<file path="src/rtl/irq_entry_pkg.sv">
package irq_entry_pkg;

   // machine-state word width and default positions of its enable bits
   localparam int unsigned MS_W_DEF      = 32;
   localparam int unsigned CRIT_EN_POS   = 17;
   localparam int unsigned EXT_EN_POS    = 15;
   localparam int unsigned MCHK_EN_POS   = 12;
   localparam int unsigned DBG_EN_POS    = 9;

   // handler address composition
   localparam int unsigned VBASE_W_DEF   = 16;
   localparam int unsigned OFS_WORD_DEF  = 16;
   localparam int unsigned ALIGN_W_DEF   = 4;
   localparam int unsigned NUM_VEC_DEF   = 4;

   function automatic int unsigned idx_width(input int unsigned n);
      return (n > 1) ? $clog2(n) : 1;
   endfunction

endpackage

</file>
<file path="src/rtl/irq_ms_rewrite.sv">
module irq_ms_rewrite #(
   parameter int unsigned MS_W     = irq_entry_pkg::MS_W_DEF,
   parameter int unsigned KEEP_A   = irq_entry_pkg::CRIT_EN_POS,
   parameter int unsigned KEEP_B   = irq_entry_pkg::MCHK_EN_POS,
   parameter int unsigned KEEP_C   = irq_entry_pkg::DBG_EN_POS
) (
   input  logic [MS_W-1:0] ms_i,
   output logic [MS_W-1:0] ms_o
);

   // per-bit choice: kept bits pass through, all others are forced low
   for (genvar b = 0; b < MS_W; b++) begin : g_bit
      if (b == KEEP_A || b == KEEP_B || b == KEEP_C) begin : g_keep
         assign ms_o[b] = ms_i[b];
      end else begin : g_clear
         assign ms_o[b] = 1'b0;
      end
   end

endmodule

</file>
<file path="src/rtl/irq_vec_table.sv">
module irq_vec_table #(
   parameter int unsigned NUM_VEC  = irq_entry_pkg::NUM_VEC_DEF,
   parameter int unsigned WORD_W   = irq_entry_pkg::OFS_WORD_DEF,
   parameter int unsigned ALIGN_W  = irq_entry_pkg::ALIGN_W_DEF,
   localparam int unsigned IDX_W   = irq_entry_pkg::idx_width(NUM_VEC),
   localparam int unsigned STORE_W = WORD_W - ALIGN_W
) (
   input  logic               clk,
   input  logic               rst_n,
   input  logic               we_i,
   input  logic [IDX_W-1:0]   widx_i,
   input  logic [WORD_W-1:0]  wdata_i,
   input  logic [IDX_W-1:0]   ridx_i,
   output logic [WORD_W-1:0]  rdata_o,
   input  logic [IDX_W-1:0]   tidx_i,
   output logic [STORE_W-1:0] tofs_o
);

   logic [STORE_W-1:0] ent [NUM_VEC];
   logic               unused_low;

   // low alignment bits of the write word are never stored
   assign unused_low = ^wdata_i[ALIGN_W-1:0];

   for (genvar e = 0; e < NUM_VEC; e++) begin : g_ent
      logic [STORE_W-1:0] q;
      always_ff @(posedge clk or negedge rst_n) begin
         if (!rst_n) begin
            q <= '0;
         end else if (we_i && (widx_i == IDX_W'(e))) begin
            q <= wdata_i[WORD_W-1:ALIGN_W];
         end
      end
      assign ent[e] = q;
   end

   always_comb begin
      rdata_o = '0;
      tofs_o  = '0;
      for (int i = 0; i < NUM_VEC; i++) begin
         if (ridx_i == IDX_W'(i)) rdata_o = {ent[i], {ALIGN_W{1'b0}}};
         if (tidx_i == IDX_W'(i)) tofs_o  = ent[i];
      end
   end

endmodule

</file>
<file path="src/rtl/irq_save_bank.sv">
module irq_save_bank #(
   parameter int unsigned ADDR_W = 32,
   parameter int unsigned MS_W   = irq_entry_pkg::MS_W_DEF
) (
   input  logic              clk,
   input  logic              rst_n,
   input  logic              cap_i,
   input  logic [ADDR_W-1:0] nia_i,
   input  logic [MS_W-1:0]   ms_i,
   input  logic [MS_W-1:0]   ms_new_i,
   input  logic [ADDR_W-1:0] vec_i,
   output logic [ADDR_W-1:0] save_pc_o,
   output logic [MS_W-1:0]   save_ms_o,
   output logic [MS_W-1:0]   ms_new_o,
   output logic [ADDR_W-1:0] vec_o,
   output logic              vld_o
);

   always_ff @(posedge clk or negedge rst_n) begin
      if (!rst_n) begin
         save_pc_o <= '0;
         save_ms_o <= '0;
         ms_new_o  <= '0;
         vec_o     <= '0;
         vld_o     <= 1'b0;
      end else begin
         vld_o <= cap_i;
         if (cap_i) begin
            save_pc_o <= nia_i;
            save_ms_o <= ms_i;
            ms_new_o  <= ms_new_i;
            vec_o     <= vec_i;
         end
      end
   end

endmodule

</file>
<file path="src/rtl/irq_entry_save.sv">
module irq_entry_save #(
   parameter int unsigned MS_W     = irq_entry_pkg::MS_W_DEF,
   parameter int unsigned VBASE_W  = irq_entry_pkg::VBASE_W_DEF,
   parameter int unsigned OFS_WORD = irq_entry_pkg::OFS_WORD_DEF,
   parameter int unsigned ALIGN_W  = irq_entry_pkg::ALIGN_W_DEF,
   parameter int unsigned NUM_VEC  = irq_entry_pkg::NUM_VEC_DEF,
   parameter int unsigned CE_POS   = irq_entry_pkg::CRIT_EN_POS,
   parameter int unsigned ME_POS   = irq_entry_pkg::MCHK_EN_POS,
   parameter int unsigned DE_POS   = irq_entry_pkg::DBG_EN_POS,
   parameter int unsigned EE_POS   = irq_entry_pkg::EXT_EN_POS,
   localparam int unsigned IDX_W   = irq_entry_pkg::idx_width(NUM_VEC),
   localparam int unsigned OFS_W   = OFS_WORD - ALIGN_W,
   localparam int unsigned ADDR_W  = VBASE_W + OFS_W + ALIGN_W
) (
   input  logic               clk,
   input  logic               rst_n,
   input  logic               take_i,
   input  logic [IDX_W-1:0]   take_idx_i,
   input  logic               block_i,
   input  logic [ADDR_W-1:0]  nia_i,
   input  logic [MS_W-1:0]    ms_i,
   input  logic [VBASE_W-1:0] vec_base_i,
   input  logic               ofs_we_i,
   input  logic [IDX_W-1:0]   ofs_idx_i,
   input  logic [OFS_WORD-1:0] ofs_wdata_i,
   output logic [OFS_WORD-1:0] ofs_rdata_o,
   output logic [ADDR_W-1:0]  save_pc_o,
   output logic [MS_W-1:0]    save_ms_o,
   output logic [MS_W-1:0]    ms_new_o,
   output logic [ADDR_W-1:0]  redir_addr_o,
   output logic               redir_vld_o
);

   // elaboration-time parameter checks
   if (CE_POS >= MS_W || ME_POS >= MS_W || DE_POS >= MS_W || EE_POS >= MS_W) begin : g_bad_pos
      $error("irq_entry_save: enable bit position outside machine-state word");
   end
   if (EE_POS == CE_POS || EE_POS == ME_POS || EE_POS == DE_POS) begin : g_ee_kept
      $error("irq_entry_save: external enable must not be a preserved bit");
   end
   if (OFS_WORD <= ALIGN_W) begin : g_bad_ofs
      $error("irq_entry_save: offset word narrower than alignment");
   end
   if (NUM_VEC < 1) begin : g_bad_num
      $error("irq_entry_save: offset table needs at least one entry");
   end

   logic               take_ok;
   logic [OFS_W-1:0]   take_ofs;
   logic [MS_W-1:0]    ms_entry;
   logic [ADDR_W-1:0]  vec_addr;

   assign take_ok  = take_i & ~block_i & ms_i[EE_POS];
   assign vec_addr = {vec_base_i, take_ofs, {ALIGN_W{1'b0}}};

   irq_vec_table #(
      .NUM_VEC (NUM_VEC),
      .WORD_W  (OFS_WORD),
      .ALIGN_W (ALIGN_W)
   ) u_table (
      .clk     (clk),
      .rst_n   (rst_n),
      .we_i    (ofs_we_i),
      .widx_i  (ofs_idx_i),
      .wdata_i (ofs_wdata_i),
      .ridx_i  (ofs_idx_i),
      .rdata_o (ofs_rdata_o),
      .tidx_i  (take_idx_i),
      .tofs_o  (take_ofs)
   );

   irq_ms_rewrite #(
      .MS_W   (MS_W),
      .KEEP_A (CE_POS),
      .KEEP_B (ME_POS),
      .KEEP_C (DE_POS)
   ) u_rewrite (
      .ms_i (ms_i),
      .ms_o (ms_entry)
   );

   irq_save_bank #(
      .ADDR_W (ADDR_W),
      .MS_W   (MS_W)
   ) u_bank (
      .clk       (clk),
      .rst_n     (rst_n),
      .cap_i     (take_ok),
      .nia_i     (nia_i),
      .ms_i      (ms_i),
      .ms_new_i  (ms_entry),
      .vec_i     (vec_addr),
      .save_pc_o (save_pc_o),
      .save_ms_o (save_ms_o),
      .ms_new_o  (ms_new_o),
      .vec_o     (redir_addr_o),
      .vld_o     (redir_vld_o)
   );

endmodule

</file>
<file path="config.mk">
export PLATFORM = sky130hd
export DESIGN_NAME = irq_entry_save
export DESIGN_NICKNAME = d
export VERILOG_FILES = /design/src/rtl/irq_entry_pkg.sv /design/src/rtl/irq_ms_rewrite.sv /design/src/rtl/irq_vec_table.sv /design/src/rtl/irq_save_bank.sv /design/src/rtl/irq_entry_save.sv
export SDC_FILE = /design/constraint.sdc
export NUM_CORES = 1
export LEC_CHECK = 0
export BUFFER_PORTS_ARGS = -buffer_cell sky130_fd_sc_hd__buf_4
export CAP_MARGIN = 20
export CORE_MARGIN = 2
export CORE_UTILIZATION = 52
export CTS_CLUSTER_SIZE = 10
export DETAILED_ROUTE_END_ITERATION = 16
export GPL_ROUTABILITY_DRIVEN = 0
export PLACE_DENSITY = 0.85
export SETUP_SLACK_MARGIN = 0.05
export SLEW_MARGIN = 20
export SYNTH_ARGS = -nofsm -noshare
export SYNTH_HDL_FRONTEND = slang
export SYNTH_SLANG_ARGS = --single-unit
</file>
<file path="constraint.sdc">
create_clock -name clk -period 1.8 [get_ports clk]
set_input_delay 0.09 -clock clk [delete_from_list [all_inputs] [get_ports clk]]
set_output_delay 0.09 -clock clk [all_outputs]
set_load 0.02 [all_outputs]
</file>
==> results.json, run 1 <==
{
  "final_net_count": 785,
  "yosys.cell_types.count": 16,
  "routed_via_density": 5.18,
  "grt_pass1_wl_um": 26500,
  "n_antenna_cell": 0,
  "layout.filler_cells": 604,
  "synth_compound_gate_area_share_pct": 0,
  "cp_data_required_time_ns": 1.71,
  "post_route_cells_drive_above_1_share_pct": 59.1,
  "hold_violations": 0,
  "die-area_um2": 12700,
  "multiInputGateArea_um2": 2300,
  "achievable-frequency_ghz": 0.643,
  "total_length_of_routed_wires_um": 16900,
  "core_area_um2": 11500,
  "grt_setup_unrepaired": "no",
  "combinational_family_with_the_most_area_after_synthesis": "multiplexers",
  "top_area_cell_type_share_of_the_netlist_area_pct": 57.6,
  "cts-root-buf": "sky130_fd_sc_hd__clkbuf_16",
  "synth_sequential_area_ratio_pct": 57.6,
  "drtPass1Iterations": 4,
  "fin_worst_hold_slack_ns": 0.220,
  "final.min_clock_period_ns": 1.55,
  "placementRows": 39,
  "wl_met1_um": 5930,
  "static-leakage-power_nw": 4.29,
  "cts_tree": "built",
  "post_synth_instance_area_um2": 6130,
  "postSynthAreaPerCell_um2": 16.5,
  "synth.area.mux_share_pct": 34.5,
  "critPathKind": "register to output port",
  "worst_slew_pin_slew_ns": 0.602,
  "vias_in_the_first_global_route": 4751,
  "detail_route.wl_per_cell_um": 20.3,
  "synth.largest_area_cell": "sky130_fd_sc_hd__dfrtp_1",
  "max_cap_violations": 0,
  "slew-limit-headroom_pct": 59.9,
  "synth_simple_gate_area_share_pct": 0.755,
  "hold_class": "primary input to register",
  "layoutNonFillerInstCount": 830,
  "grt_antenna_before_repair": 0,
  "power_density_nw_per_um2": 1140,
  "clock_latency_ns": 0.41,
  "report.final.slew_viol_count": 0,
  "post_cts_clock_slew_at_the_launch_and_capture_registers_of_the_worst_setup_and_hold_paths_ns": 0.05,
  "gr-total-overflow": 0,
  "met3RoutedLength_um": 890,
  "synthXorXnorAreaFrac_pct": 0,
  "synth_seq_cells": 141,
  "detailroute.wirelength.met2_um": 9420,
  "cp_data_arrival_time_ns": 1.46,
  "regArea_um2": 3530,
  "yosys.area_share.adder_pct": 0,
  "dp.cells": 712,
  "io-pin-count": 250,
  "yosys_warnings": 0,
  "max_used_layer": "met4",
  "report.final.setup_viol": 0,
  "dpl.hpwl_um": 10200,
  "cts_num_sinks": 141,
  "critical_path.endpoint_type": "output port",
  "min_period_over_period_pct": 86.3,
  "die_h_um": 113,
  "synthesis.instances": 372,
  "drt-initial-drc-count": 171,
  "postCtsSetupBuffers": 0,
  "syn2layout_area_growth_pct": 49.3,
  "synth.area.top_cells": "sky130_fd_sc_hd__dfrtp_1, sky130_fd_sc_hd__mux2_2, sky130_fd_sc_hd__mux4_2, sky130_fd_sc_hd__buf_4, sky130_fd_sc_hd__buf_2",
  "placement.io_buffers": 208,
  "grt_start_max_net_pins": 65,
  "clock_buffer_count_from_cts": 17,
  "critPathLaunchType": "register",
  "drcViolationCount": 0,
  "worst_setup_skew_after_layout_ns": 0.00517,
  "initial_utilization_pct": 53.5,
  "track_usage_pct": 27.8,
  "dieWidth_um": 113,
  "cts_max_level": 4,
  "drtAntennaViolNets": 0,
  "clockBufferDepth": 2,
  "setup_tns_ns": 0,
  "vdd_drop_max_v": 0.000928,
  "num_vias": 4300,
  "status": "finished, final reports clean",
  "maximum_fanout_along_the_worst_path": 3
}
## layout make-up
class | instances | share of cell area [%]
clock buffer | 23 | 5.22
clock inverter | 3 | 0.438
inverter | 1 | 0.0410
multi-input combinational | 206 | 25.1
sequential | 141 | 38.6
tap | 143 | 1.96
timing repair buffer | 313 | 28.7
## kinds of logic after synthesis
| group | after synthesis |
|---|---|
| other cells | 1 |
| simple gates | 6 |
| mux | 163 |
| buf+inv | 61 |
| flops | 141 |
## synth_stat cells (all sizes together)
| library cell | count |
|---|---|
| buf | 57 |
| clkbuf | 3 |
| conb | 1 |
| dfrtp | 141 |
| inv | 1 |
| mux2 | 139 |
| mux4 | 24 |
| nand2b | 1 |
| nand3 | 1 |
| nand3b | 3 |
| nor3b | 1 |
## flip-flops by register name (all words and copies together) (netlist names)
name,flops
u_bank.save_ms_o,32
u_bank.save_pc_o,32
u_bank.vec_o,28
u_bank.vld_o,1
u_table.g_ent.q,48
## critical path: stages, from the launching register on
cell                      delay [ns]
sky130_fd_sc_hd__dfrtp_1        0.38
sky130_fd_sc_hd__mux4_2         0.49
sky130_fd_sc_hd__buf_4          0.18
## where the power goes
group	switching (mW)	internal, mW	total [mW]
Sequential	0.423	3.82	4.24
Combinational	1.48	1.60	3.08
Clock	1.19	1.96	3.15
## per-stage QoR
stage                     setup WS (ns)  instance area (um2)  util [%]  total power [mW]
after floorplan                   0.586                 6260         -              5.84
after global placement            0.482                 7710      67.2              7.00
final                             0.246                 9150      79.8              10.5
after detailed placement          0.463                 7710      67.2              7.13
after global routing              0.201                 9150      79.8              10.9
after CTS                         0.232                 9150      79.8              10.4
## final timing paths
check	end	startpoint	slack, ns	depth (start not counted)
setup reg to reg	u_bank.vec_o[8]$_DFFE_PN0P_	u_table.g_ent[0].q[4]$_DFFE_PN0P_	0.53	2
min in group asynchronous	u_table.g_ent[0].q[8]$_DFFE_PN0P_	rst_n	0.24	2
hold / removal	u_table.g_ent[2].q[2]$_DFFE_PN0P_	ofs_we_i	0.22	3
setup / recovery	ofs_rdata_o[14]	u_table.g_ent[3].q[10]$_DFFE_PN0P_	0.25	2
hold reg to reg	u_bank.save_ms_o[15]$_DFFE_PN0P_	u_bank.save_ms_o[15]$_DFFE_PN0P_	0.48	1
max in group asynchronous	u_bank.save_pc_o[6]$_DFFE_PN0P_	rst_n	0.92	3
## repair_timing
item | 4_1_cts | 5_1_grt
endpoints found under the setup margin | 0 | 0
gates resized for setup | 0 | 0
hold endpoints to repair | 188 | 0
hold buffers | 92 | 0
## routing by layer
| metal | vias to the layer above | track usage, % |
|---|---|---|
| li1 | 1887 | - |
| met1 | 2172 | 29.6 |
| met2 | 196 | 51.2 |
| met3 | 45 | 7.18 |
| met4 | 0 | 13.1 |
| met5 | - | 0 |
## placed cells by master (no fill, tap or decap), drive strengths merged
master       instances
buf                221
bufinv               1
dlygate4sd3         92
nor3b                1
inv                  1
nand3                1
nand2b               1
dfrtp              141
clkbuf              23
nand3b               3
mux2               139
clkinv               2
mux4                24
conb                37
Note: power is estimated with default switching activity, not from simulation.
==> run 2: changes to the inputs <==
- CORE_UTILIZATION: 52 -> 45
- PLACE_DENSITY: 0.85 -> 0.75
- clock period: 1.8 -> 1.9 ns (I/O delays scaled with it)
==> run 2 against run 1 <==
  * Flip-flop and latch count unchanged
  * Critical path type unchanged
  * Count of clock-buffer cells in the layout increased by 2
  * Non-clock buffer count decreased by 4
  * Global-route usage decreased by 5.9 points
==> results.json, run 2 (synthesis results as in run 1) <==
{
  "post-layout-total-power_mw": 9.91,
  "clock_buffer_count_from_cts": 17,
  "grt_setup_unrepaired": "no",
  "r2r_end": "u_bank.vec_o[4]$_DFFE_PN0P_",
  "io-pin-count": 250,
  "die-area_um2": 14600,
  "setup_tns_ns": 0,
  "placement.cell_area_um2": 7750,
  "placement.io_buffers": 208,
  "rr_worst_depth": 2,
  "max_cap_violations": 0,
  "syn2layout_area_growth_pct": 50.3,
  "drt-initial-drc-count": 175,
  "core_area_um2": 13300,
  "dieWidth_um": 121,
  "grt_antenna_before_repair": 0,
  "critPathLaunchType": "register",
  "layout.filler_cells": 883,
  "peak_usage_layer_in_the_global_routing_report": "met2",
  "vias_in_the_first_global_route": 4567,
  "cts_tree": "built",
  "globalRouteMet3Util_pct": 5.90,
  "postCtsSetupBuffers": 0,
  "final.min_clock_period_ns": 1.56,
  "critical_path.endpoint_type": "output port",
  "most_used_cells_in_the_layout_excluding_fill_and_tap_cells": "sky130_fd_sc_hd__buf_4, sky130_fd_sc_hd__dfrtp_1, sky130_fd_sc_hd__mux2_2",
  "cp_data_required_time_ns": 1.80,
  "num_vias": 4156,
  "grt_pass1_wl_um": 23800,
  "vdd_drop_max_v": 0.000567,
  "post_route_cells_drive_above_1_share_pct": 58.9,
  "worst_slew_pin_slew_ns": 0.530,
  "grt_start_max_net_pins": 56,
  "status": "finished, final reports clean",
  "fin_worst_hold_slack_ns": 0.215,
  "largest_register": "u_table.g_ent.q",
  "final_net_count": 781,
  "die_h_um": 121,
  "achievable-frequency_ghz": 0.640,
  "global_route.usage.met1_pct": 24.8,
  "most_frequent_standard_cell_in_the_layout_excluding_fill_and_tap_cells": "sky130_fd_sc_hd__buf_4",
  "n_antenna_cell": 0,
  "largest_register_ff_count": 48,
  "grtUsageMet2_pct": 38.5,
  "report.final.slew_viol_count": 0,
  "slew-limit-headroom_pct": 64.7,
  "largest_registers": "u_table.g_ent.q (48), u_bank.save_ms_o (32), u_bank.save_pc_o (32)",
  "routed_via_density": 4.80,
  "cp_data_arrival_time_ns": 1.47,
  "post_cts_clock_slew_at_the_launch_and_capture_registers_of_the_worst_setup_and_hold_paths_ns": 0.05,
  "worst_r2r_src": "u_table.g_ent[1].q[0]$_DFFE_PN0P_",
  "hold_violations": 0,
  "cts_max_level": 4,
  "drtAntennaViolNets": 0,
  "clockBufferDepth": 2,
  "detail_route.wl_per_cell_um": 17.7,
  "gr-total-overflow": 0,
  "min_period_over_period_pct": 82.2,
  "hold_class": "primary input to asynchronous set/reset pin",
  "clock_latency_ns": 0.41,
  "finalInstanceArea_um2": 9220,
  "worst_setup_skew_after_layout_ns": 0.00253,
  "regToRegSetupSlack_ns": 0.64,
  "maximum_fanout_along_the_worst_path": 3,
  "dpl.hpwl_um": 9870,
  "cts-root-buf": "sky130_fd_sc_hd__clkbuf_16",
  "track_usage_pct": 21.9,
  "placementRows": 42,
  "power_density_nw_per_um2": 1080,
  "total_length_of_routed_wires_um": 15300,
  "drcViolationCount": 0,
  "cts_num_sinks": 141,
  "drtPass1Iterations": 7,
  "cts.repair.resized": 0,
  "critPathKind": "register to output port",
  "report.final.setup_viol": 0,
  "static-leakage-power_nw": 4.29,
  "initial_utilization_pct": 46.1
}
## run 2: cell types whose count changed in the layout (fill, tap and decap cells not counted)
| cell | before | now |
|---|---|---|
| sky130_fd_sc_hd__buf_4 | 217 | 211 |
| sky130_fd_sc_hd__clkinv_2 | 2 | 5 |
| sky130_fd_sc_hd__buf_12 | 3 | 5 |
| sky130_fd_sc_hd__clkbuf_1 | 3 | 5 |
| sky130_fd_sc_hd__clkinvlp_4 | 0 | 1 |
## run 2: worst max-delay path: stages, from the launching register on
cell and delay (ns):
sky130_fd_sc_hd__dfrtp_1 0.39, sky130_fd_sc_hd__mux4_2 0.49, sky130_fd_sc_hd__buf_4 0.17
## run 2: per-layer routing
| metal | vias to the layer above | wire length (um) | share of wire [%] |
|---|---|---|---|
| met5 | - | 0 | 0 |
| met1 | 2087 | 5810 | 38 |
| met4 | 0 | 464 | 3.0 |
| met3 | 35 | 880 | 5.7 |
| met2 | 158 | 8190 | 53 |
| li1 | 1876 | - | - |
## run 2: worst max-delay path by stage
stage                                             from                            endpoint  cells after the start
floorplan            u_table.g_ent[1].q[0]$_DFFE_PN0P_         u_bank.vec_o[4]$_DFFE_PN0P_                      2
global placement                          ofs_idx_i[0]  u_table.g_ent[0].q[10]$_DFFE_PN0P_                      4
detailed placement                        ofs_idx_i[0]   u_table.g_ent[0].q[1]$_DFFE_PN0P_                      4
CTS                  u_table.g_ent[3].q[0]$_DFFE_PN0P_                      ofs_rdata_o[4]                      2
global route        u_table.g_ent[3].q[11]$_DFFE_PN0P_                     ofs_rdata_o[15]                      2
finish               u_table.g_ent[3].q[0]$_DFFE_PN0P_                      ofs_rdata_o[4]                      2
## run 2: report_power, final
part	internal (mW)	switching (mW)	leakage (nW)
Combinational	1.52	1.35	2.36
Clock	1.89	1.18	0.271
Sequential	3.62	0.353	1.67
Total	7.03	2.88	4.29
## run 2: final cells by class
class | instances | area (um2) | share of cell area [%]
sequential | 141 | 3530 | 38.3
timing repair buffer | 309 | 2620 | 28.4
multi-input combinational | 206 | 2300 | 24.9
clock buffer | 25 | 485 | 5.27
tap | 176 | 220 | 2.39
clock inverter | 7 | 62.6 | 0.679
inverter | 1 | 3.75 | 0.0407
## run 2: repair_timing
item                                    4_1_cts  5_1_grt
endpoints found under the hold margin       179        0
hold buffers                                 92        0
endpoints found under the setup margin        0        0
## run 2: metrics by stage
| step | setup WS (ns) | utilization (%) | std cells |
|---|---|---|---|
| 2_1_floorplan | 0.686 | - | 408 |
| 3_3_place_gp | 0.495 | 58.3 | 741 |
| 3_5_place_dp | 0.483 | 58.3 | 741 |
| 4_1_cts | 0.319 | 69.3 | 865 |
| 5_1_grt | 0.292 | 69.3 | 865 |
| 6_report | 0.338 | 69.3 | 865 |
==> run 3: changes to the inputs <==
- clock period: 1.9 -> 1.55 ns (I/O delays scaled with it)
==> run 3 against run 2 <==
  * Via count is 3.5% higher
  * Hold slack worse by 0.047 ns
  * Setup slack got worse by 0.32 ns
  * Cell count rose by 3.4%
  * Clock skew hardly changed
  * Register-to-register slack worse by 0.56 ns
  * Sequential power up 22%
==> results.json, run 3 (synthesis results as in run 1) <==
{
  "status": "finished, final reports clean",
  "hold_violations": 0,
  "cts-root-buf": "sky130_fd_sc_hd__clkbuf_16",
  "gr-total-overflow": 0,
  "maximum_fanout_along_the_worst_path": 3,
  "cp_data_arrival_time_ns": 1.45,
  "r2r_end": "u_bank.vec_o[8]$_DFFE_PN0P_",
  "drcViolationCount": 0,
  "n_antenna_cell": 0,
  "grt_start_max_net_pins": 56,
  "worst_setup_skew_after_layout_ns": 0.00249,
  "initial_utilization_pct": 46.1,
  "timing.critical_path.slowest_cell_delay_ns": 0.50,
  "total_length_of_routed_wires_um": 15900,
  "largest_registers": "u_table.g_ent.q (48), u_bank.save_ms_o (32), u_bank.save_pc_o (32)",
  "final_net_count": 810,
  "min_period_over_period_pct": 98.6,
  "placementRows": 42,
  "power.clock.fraction_pct": 30.7,
  "report.final.slew_viol_count": 0,
  "vdd_drop_max_v": 0.000740,
  "report.final.setup_viol": 0,
  "syn2layout_area_growth_pct": 55.3,
  "cts_tree": "built",
  "placement.io_buffers": 208,
  "critical_path.endpoint_type": "output port",
  "regToRegSetupSlack_ns": 0.08,
  "share_seq_of_total_power_pct": 38.8,
  "vias_in_the_first_global_route": 4639,
  "die_h_um": 121,
  "grt_antenna_before_repair": 0,
  "post_cts_clock_slew_at_the_launch_and_capture_registers_of_the_worst_setup_and_hold_paths_ns": 0.05,
  "dpl.hpwl_um": 10100,
  "routed_via_density": 4.81,
  "cts_num_sinks": 141,
  "drt-initial-drc-count": 151,
  "core_area_um2": 13300,
  "max_cap_violations": 0,
  "cpMaxStageDelayCell": "sky130_fd_sc_hd__mux4_2",
  "worst-path-buf-inv": 1,
  "setup_tns_ns": 0,
  "achievable-frequency_ghz": 0.654,
  "dp.cells": 743,
  "largest_register": "u_table.g_ent.q",
  "final.min_clock_period_ns": 1.53,
  "clockBufferDepth": 2,
  "most_frequent_standard_cell_in_the_layout_excluding_fill_and_tap_cells": "sky130_fd_sc_hd__buf_4",
  "cp_data_required_time_ns": 1.47,
  "critPathKind": "register to output port",
  "largest_register_ff_count": 48,
  "drtAntennaViolNets": 0,
  "dieWidth_um": 121,
  "track_usage_pct": 22.5,
  "clock_latency_ns": 0.41,
  "layoutNonFillerInstCount": 894,
  "static-leakage-power_nw": 4.47,
  "worst_r2r_src": "u_table.g_ent[3].q[4]$_DFFE_PN0P_",
  "grt_pass1_wl_um": 24800,
  "hold_class": "primary input to asynchronous set/reset pin",
  "num_vias": 4303,
  "power_density_nw_per_um2": 1320,
  "critPathTopFamily": "multiplexers",
  "switching_power_mw": 3.63,
  "rr_worst_depth": 4,
  "drtPass1Iterations": 4,
  "critPathLaunchType": "register",
  "detail_route.wl_per_cell_um": 17.8,
  "cell_internal_pwr_mw": 8.92,
  "switch_share_pct": 28.9,
  "grt_setup_unrepaired": "yes",
  "critical_path_cell_by_cell": "mux4_2, buf_6",
  "die-area_um2": 14600,
  "cts_max_level": 4,
  "most_used_cells_in_the_layout_excluding_fill_and_tap_cells": "sky130_fd_sc_hd__buf_4, sky130_fd_sc_hd__dfrtp_1, sky130_fd_sc_hd__mux2_2",
  "comb_power_share_pct": 30.5,
  "io-pin-count": 250,
  "post_route_cells_drive_above_1_share_pct": 60.7,
  "clock_buffer_count_from_cts": 17
}
-- run 3: cell count changes in the layout (fill, tap and decap cells not counted), sizes merged --
cell	previous run	this run
clkinv	5	4
buf	217	246
clkbuf	25	26
-- run 3: worst max-delay path by stage --
stage                                      start  slack (ns)  depth (start not counted)                                 end
6_report       u_table.g_ent[3].q[8]$_DFFE_PN0P_        0.02                          2                     ofs_rdata_o[12]
3_5_place_dp                        ofs_idx_i[0]        0.21                          4   u_table.g_ent[3].q[6]$_DFFE_PN0P_
4_1_cts        u_table.g_ent[3].q[9]$_DFFE_PN0P_       0.001                          2                     ofs_rdata_o[13]
2_1_floorplan  u_table.g_ent[1].q[0]$_DFFE_PN0P_        0.34                          2         u_bank.vec_o[4]$_DFFE_PN0P_
3_3_place_gp                        ofs_idx_i[0]        0.23                          4  u_table.g_ent[3].q[10]$_DFFE_PN0P_
5_1_grt        u_table.g_ent[3].q[7]$_DFFE_PN0P_       -0.03                          2                     ofs_rdata_o[11]
-- run 3: repair_timing --
item / CTS / global route
buffers inserted: 20 / 7
endpoints found under the hold margin: 247 / 0
endpoints found under the setup margin: 12 / 12
pin swaps: 0 / 0
hold buffers: 92 / 0
gates resized for setup: 12 / 2
-- run 3: metrics by stage --
step	area, um2	power [mW]	setup slack [ns]	hold WS [ns]	util (%)
2_1_floorplan	6260	6.78	0.336	-0.218	-
3_3_place_gp	7770	8.16	0.227	0.0424	58.5
3_5_place_dp	7770	8.27	0.206	0.0466	58.5
4_1_cts	9460	12.6	0.00105	0.165	71.1
5_1_grt	9520	13.1	-0.0268	0.205	71.6
6_report	9520	12.5	0.0212	0.168	71.6
-- run 3: layout make-up --
class	instances	area [um2]
clock buffer	26	509
clock inverter	6	57.6
fill	856	3780
inverter	1	3.75
multi-input combinational	206	2300
sequential	141	3530
tap	176	220
timing repair buffer	338	2900
-- run 3: worst reg2reg max path: stages (launching register included) --
cell and delay (ns):
sky130_fd_sc_hd__dfrtp_1 0.38, sky130_fd_sc_hd__buf_4 0.13, sky130_fd_sc_hd__buf_4 0.13, sky130_fd_sc_hd__mux4_2 0.45, sky130_fd_sc_hd__mux2_2 0.27
-- run 3: power groups by stage --
stage / combinational [mW] / sequential, mW / clock, mW
after floorplan: 1.31 / 5.47 / 0
final: 3.83 / 4.86 / 3.85
after detailed placement: 3.35 / 4.93 / 0
after CTS: 3.78 / 4.85 / 3.93
after global placement: 3.28 / 4.87 / 0
after global routing: 4.04 / 4.95 / 4.13
-- run 3: per-layer routing --
layer / vias up / track usage [%] / share of wire (%) / routed length, um
met5: - / 0 / 0 / 0
met4: 0 / 8.87 / 2.2 / 351
met3: 26 / 6.27 / 5.7 / 910
met2: 156 / 39.8 / 55 / 8700
met1: 2186 / 25.8 / 38 / 5980
li1: 1935 / - / - / -
